## config.mk

```make
export PLATFORM = sky130hd
export DESIGN_NAME = dp_nano_datapath
export DESIGN_NICKNAME = d
export VERILOG_FILES = /design/src/rtl/dp_pkg.sv /design/src/rtl/dp_regfile.sv /design/src/rtl/dp_memory.sv /design/src/rtl/dp_alu_shift.sv /design/src/rtl/dp_bus_mux.sv /design/src/rtl/dp_nano_datapath.sv
export SDC_FILE = /design/constraint.sdc
export NUM_CORES = 1
export LEC_CHECK = 0
export BUFFER_PORTS_ARGS = -buffer_cell sky130_fd_sc_hd__buf_2
export CORE_ASPECT_RATIO = 1.25
export CORE_MARGIN = 2
export CORE_UTILIZATION = 45
export DETAILED_ROUTE_END_ITERATION = 10
export PLACE_DENSITY = 0.62
export SYNTH_ARGS = -nofsm -noshare
export SYNTH_HDL_FRONTEND = slang
export SYNTH_HIERARCHICAL = 1
export SYNTH_SLANG_ARGS = --single-unit
```

## constraint.sdc

```tcl
create_clock -name clk -period 5.15 [get_ports clk]
set_clock_uncertainty 0.2 [all_clocks]
set_input_delay 0.2575 -clock clk [delete_from_list [all_inputs] [get_ports clk]]
set_output_delay 0.2575 -clock clk [all_outputs]
set_load 0.005 [all_outputs]
```

## src/rtl/dp_pkg.sv

```systemverilog
package dp_pkg;

  localparam int NSRC     = 5;
  localparam int SRC_IN   = 0;
  localparam int SRC_RF   = 1;
  localparam int SRC_ALU  = 2;
  localparam int SRC_M    = 3;
  localparam int SRC_MEM  = 4;

  typedef enum logic [2:0] {
    OP_PASS_A = 3'b000,
    OP_PASS_B = 3'b001,
    OP_ZERO   = 3'b010,
    OP_ONES   = 3'b011,
    OP_ADD    = 3'b100,
    OP_SUB    = 3'b101,
    OP_AND    = 3'b110,
    OP_OR     = 3'b111
  } alu_op_e;

  typedef enum logic [1:0] {
    SH_NONE   = 2'b00,
    SH_LEFT_M = 2'b01,
    SH_RIGHT_M= 2'b10,
    SH_LEFT_0 = 2'b11
  } shift_e;

endpackage

```

## src/rtl/dp_regfile.sv

```systemverilog
module dp_regfile #(
  parameter int DW    = 8,
  parameter int NREGS = 8,
  localparam int AW   = $clog2(NREGS)
) (
  input  logic          clk,
  input  logic          rst_n,
  input  logic [AW-1:0] rd_addr_a,
  input  logic [AW-1:0] rd_addr_b,
  output logic [DW-1:0] rd_data_a,
  output logic [DW-1:0] rd_data_b,
  input  logic          we,
  input  logic [AW-1:0] wr_addr,
  input  logic [DW-1:0] wr_data
);

  logic [DW-1:0] regs [NREGS];

  // One write port, generated per entry so each register has its own enable.
  for (genvar g = 0; g < NREGS; g++) begin : g_reg
    logic hit;
    assign hit = we && (wr_addr == AW'(g));
    always_ff @(posedge clk or negedge rst_n) begin
      if (!rst_n)   regs[g] <= '0;
      else if (hit) regs[g] <= wr_data;
    end
  end

  // Two independent NREGS-to-1 read multiplexers.
  assign rd_data_a = regs[rd_addr_a];
  assign rd_data_b = regs[rd_addr_b];

endmodule

```

## src/rtl/dp_memory.sv

```systemverilog
module dp_memory #(
  parameter int DW    = 8,
  parameter int DEPTH = 16,
  localparam int AW   = $clog2(DEPTH)
) (
  input  logic          clk,
  input  logic          rst_n,
  input  logic [AW-1:0] addr,
  input  logic          we,
  input  logic [DW-1:0] wdata,
  output logic [DW-1:0] rdata
);

  logic [DW-1:0] words [DEPTH];

  for (genvar g = 0; g < DEPTH; g++) begin : g_word
    logic sel;
    assign sel = we && (addr == AW'(g));
    always_ff @(posedge clk or negedge rst_n) begin
      if (!rst_n)   words[g] <= '0;
      else if (sel) words[g] <= wdata;
    end
  end

  // Combinational read so memory data can reach the bus in the same cycle.
  assign rdata = words[addr];

endmodule

```

## src/rtl/dp_alu_shift.sv

```systemverilog
module dp_alu_shift
  import dp_pkg::*;
#(
  parameter int DW = 8
) (
  input  logic [DW-1:0] opa,
  input  logic [DW-1:0] opb,
  input  logic [DW-1:0] m_val,
  input  logic [2:0]    op,
  input  logic [1:0]    sh,
  output logic [DW-1:0] alu_y,
  output logic [DW-1:0] result
);

  function automatic logic [DW-1:0] alu_fn(input logic [DW-1:0] a,
                                           input logic [DW-1:0] b,
                                           input alu_op_e        code);
    case (code)
      OP_PASS_A: return a;
      OP_PASS_B: return b;
      OP_ZERO:   return '0;
      OP_ONES:   return '1;
      OP_ADD:    return a + b;
      OP_SUB:    return a - b;
      OP_AND:    return a & b;
      default:   return a | b;
    endcase
  endfunction

  function automatic logic [DW-1:0] shift_fn(input logic [DW-1:0] v,
                                             input logic [DW-1:0] m,
                                             input shift_e         code);
    case (code)
      SH_NONE:    return v;
      SH_LEFT_M:  return {v[DW-2:0], m[DW-1]};
      SH_RIGHT_M: return {m[0], v[DW-1:1]};
      default:    return {v[DW-2:0], 1'b0};
    endcase
  endfunction

  assign alu_y  = alu_fn(opa, opb, alu_op_e'(op));
  assign result = shift_fn(alu_y, m_val, shift_e'(sh));

endmodule

```

## src/rtl/dp_bus_mux.sv

```systemverilog
module dp_bus_mux
  import dp_pkg::*;
#(
  parameter int DW = 8
) (
  input  logic [NSRC-1:0]         en,
  input  logic [NSRC-1:0][DW-1:0] srcs,
  output logic [DW-1:0]           bus,
  output logic                    conflict
);

  logic [NSRC-1:0][DW-1:0] gated;
  logic [DW-1:0]           merged;

  for (genvar g = 0; g < NSRC; g++) begin : g_gate
    assign gated[g] = srcs[g] & {DW{en[g]}};
  end

  always_comb begin
    merged = '0;
    for (int i = 0; i < NSRC; i++) merged |= gated[i];
  end

  // Clearing the lowest set bit leaves something only when two or more are set.
  assign conflict = |(en & (en - NSRC'(1)));
  assign bus      = conflict ? '0 : merged;

endmodule

```

## src/rtl/dp_nano_datapath.sv

```systemverilog
module dp_nano_datapath
  import dp_pkg::*;
#(
  parameter int DW        = 8,
  parameter int NREGS     = 8,
  parameter int MEM_DEPTH = 16,
  localparam int RAW      = $clog2(NREGS),
  localparam int MAW      = $clog2(MEM_DEPTH)
) (
  input  logic            clk,
  input  logic            rst_n,
  input  logic [DW-1:0]   din,
  input  logic [NSRC-1:0] src_en,
  input  logic [RAW-1:0]  ra1,
  input  logic [RAW-1:0]  ra2,
  input  logic [RAW-1:0]  wa,
  input  logic            wr,
  input  logic [2:0]      alu_op,
  input  logic [1:0]      shift_code,
  input  logic            ldm,
  input  logic [MAW-1:0]  mem_addr,
  input  logic            wm,
  output logic [DW-1:0]   bus,
  output logic            bus_err
);

  // Named internal events, brought out for the checker.
  logic [DW-1:0] rf_a, rf_b;
  logic [DW-1:0] alu_y, shift_y;
  logic [DW-1:0] mem_q;
  logic [DW-1:0] m_q;
  logic          rf_we, mem_we, m_load;
  logic [NSRC-1:0][DW-1:0] bus_srcs;

  assign rf_we  = wr;
  assign mem_we = wm;
  assign m_load = ldm;

  dp_regfile #(.DW(DW), .NREGS(NREGS)) u_rf (
    .clk       (clk),
    .rst_n     (rst_n),
    .rd_addr_a (ra1),
    .rd_addr_b (ra2),
    .rd_data_a (rf_a),
    .rd_data_b (rf_b),
    .we        (rf_we),
    .wr_addr   (wa),
    .wr_data   (bus)
  );

  dp_alu_shift #(.DW(DW)) u_alu (
    .opa    (rf_a),
    .opb    (rf_b),
    .m_val  (m_q),
    .op     (alu_op),
    .sh     (shift_code),
    .alu_y  (alu_y),
    .result (shift_y)
  );

  dp_memory #(.DW(DW), .DEPTH(MEM_DEPTH)) u_mem (
    .clk   (clk),
    .rst_n (rst_n),
    .addr  (mem_addr),
    .we    (mem_we),
    .wdata (bus),
    .rdata (mem_q)
  );

  always_ff @(posedge clk or negedge rst_n) begin
    if (!rst_n)      m_q <= '0;
    else if (m_load) m_q <= shift_y;
  end

  assign bus_srcs[SRC_IN]  = din;
  assign bus_srcs[SRC_RF]  = rf_a;
  assign bus_srcs[SRC_ALU] = shift_y;
  assign bus_srcs[SRC_M]   = m_q;
  assign bus_srcs[SRC_MEM] = mem_q;

  dp_bus_mux #(.DW(DW)) u_bus (
    .en       (src_en),
    .srcs     (bus_srcs),
    .bus      (bus),
    .conflict (bus_err)
  );

endmodule

```

==> impl_metrics.csv <==
group,metric,value,unit
timing,period_minus_slack,5.08,ns
outcome,status,"completed",
setup_path,rr_endpoint,"u_rf/regs[12]$_DFFE_PN0P_",
floorplanning,die_h,180,um
setup_path,regToRegSetupSlack,0.27,ns
placement,place_ws,-0.152,ns
setup_path,worstPathCellList,"mux4_1 > mux2_2 > buf_4 > o31ai_2 > xor2_1 > ha_1 > buf_4 > o21ai_0 > o21bai_1 > mux2i_1 > buf_4 > a32oi_1 > o31ai_2 > a222oi_1 > a21oi_2 > buf_6 > buf_2",
yosys,syn_nets,818,
timing,setup_ws,0.0728,ns
grt,track_usage,21.5,%
cts,cts.htree.levels,4,
timing,relSlewSlack,30.8,%
setup_path,path_max_fanout,6,
cts,clock_latency,0.45,ns
grt,grt_pass1_vias,7442,
route,routed_via_density,6.07,
setup_path,r2r_cells,16,
route,ant_nets,0,
grt,grt_pass1_wl,42500,um
timing,hold_viol,0,
route,num_vias,7182,
setup_path,critPathKind,"flip-flop to output port",
grt,grt_max_degree,87,
route,wl_per_cell,24.3,um
final_layout,fillerInstances,2123,
setup_path,start_kind,"flip-flop",
final_layout,final_cell_mix,"200 x dfrtp_1, 200 x mux2_2, 54 x buf_4",
setup_path,cp.arrival,4.62,ns
floorplanning,die_area,0.0260,mm2
grt,antenna_found_initial,0,
route,drtPass1Iterations,6,
setup_path,crit_end,"bus[7]",
floorplanning,ios,45,
power_and_ir_drop,p_leak,5.94,nW
final_layout,num-nets-final,887,
min_path,hp-class,"input pin to flip-flop",
timing,tightest_slew,1.04,ns
job,maxCapViolations,0,
floorplanning,start_util,45.7,%
setup_path,cp.required,4.69,ns
final_layout,drive_above_1_share,50.4,%
placement,dp.final_hpwl,18700,um
power_and_ir_drop,ir_drop,0.000264,V
setup_path,timing.rr.start,"u_rf/regs[33]$_DFFE_PN0P_",
yosys,avgSynthCellArea,14.4,um2
timing,fmax,197,MHz
grt,use_met2,35.9,%
timing,holdWs,0.0585,ns
final_layout,synthToLayoutAreaGrowth,13.4,%
route,dr.first_iter.drc_count,518,
floorplanning,core_area,0.0243,mm2
cts,clock_sinks,200,
cts,clkTransAtPathRegs,0.07,ns
setup_path,cp-end-kind,"output port",
placement,portBuffers,44,
cts,cts-root-buf,"clkbuf_16",
final_layout,num_antenna_cells,0,
yosys,yosysWarnings,6,
timing,drv_slew,0,
setup_path,cpPeakStageDelay,0.51,ns
power_and_ir_drop,p_per_area,354,mW/mm2
route,route.detailed.drc,0,
setup_path,slowest_stage,"mux4_1",
setup_path,startpoint,"u_rf/regs[34]$_DFFE_PN0P_",
floorplanning,die_x,145,um
timing,rsz0062_at_grt,"yes",
grt,gr-usage-met3,2.98,%
grt,use_met1,27.9,%
placement,place.gp.congestion,0.898,
grt,grt_overflow,0,
cts,cts_tree,"yes",
grt,top_usage_layer,"met2",
yosys,postSynthCellCount,771,
timing,setup_viol,0,
floorplanning,row_count,64,
yosys,syn_area,0.0111,mm2
route,drt-total-wl,28800,um
cts,cts_buffers,17,
timing,post-route-period-util,98.6,%
setup_path,crit_top_cell,"buf_4",
cts,clockBufferDepth,2,
per-stage QoR:
stage	instances	util [%]	setup TNS (ns)	area, um2	total power (W)
global route	1183	51.8	-0.163	12600	0.00468
floorplan	771	-	0	11100	0.00271
global placement	1123	48.1	0	11700	0.00300
detailed placement	1123	48.1	-0.429	11700	0.00306
finish	1183	51.8	0	12600	0.00447
CTS	1156	50.6	0	12300	0.00438
area by class of cell:
type / instances / area [um2] / share of cell area [%]
clock buffer: 21 / 470 / 3.73
clock inverter: 11 / 108 / 0.854
inverter: 14 / 52.6 / 0.417
multi-input combinational: 501 / 5770 / 45.8
sequential: 200 / 5000 / 39.7
tap: 330 / 413 / 3.28
timing repair buffer: 106 / 786 / 6.23
worst min-delay path by stage:
stage	startpoint	to	slack [ns]	cells past startpoint
finish	ldm	m_q[7]$_DFFE_PN0P_	0.06	2
global route	ldm	m_q[0]$_DFFE_PN0P_	0.06	2
detailed placement	rst_n	u_rf/regs[5]$_DFFE_PN0P_	0.17	1
global placement	rst_n	u_rf/regs[5]$_DFFE_PN0P_	0.14	1
floorplan	rst_n	m_q[0]$_DFFE_PN0P_	-0.24	0
CTS	ldm	m_q[7]$_DFFE_PN0P_	0.05	2
flip-flops by register name, summed over array words and instances, names as in the netlist:
name and cells:
m_q 8, u_rf/regs 64, u_mem/words 128
what timing repair did:
item                                    in CTS  in global routing
hold endpoints to repair                    84                  0
gates resized for setup                      4                 16
pin swaps                                    1                 17
endpoints found under the setup margin       5                  5
hold buffers                                 1                  0
gates cloned                                 0                  4
buffers inserted                             0                 23
metal layers:
layer	routed length, um	share of wire (%)
met1	11800	41
met5	0	0
met3	1130	3.9
met4	990	3.4
met2	14800	51
critical path: cells and delay by family (launching register included):
kind | cells | cell delay, ns
xor+xnor | 1 | 0.20
mux | 3 | 0.98
compound gates | 7 | 1.55
flops | 1 | 0.39
buf+inv | 5 | 0.77
fa+ha+maj | 1 | 0.29
power breakdown:
group	internal, W	switching, W
logic	0.000643	0.000598
clock network	0.000677	0.000633
registers	0.00179	0.000128
(Power assumes the default switching activity.)
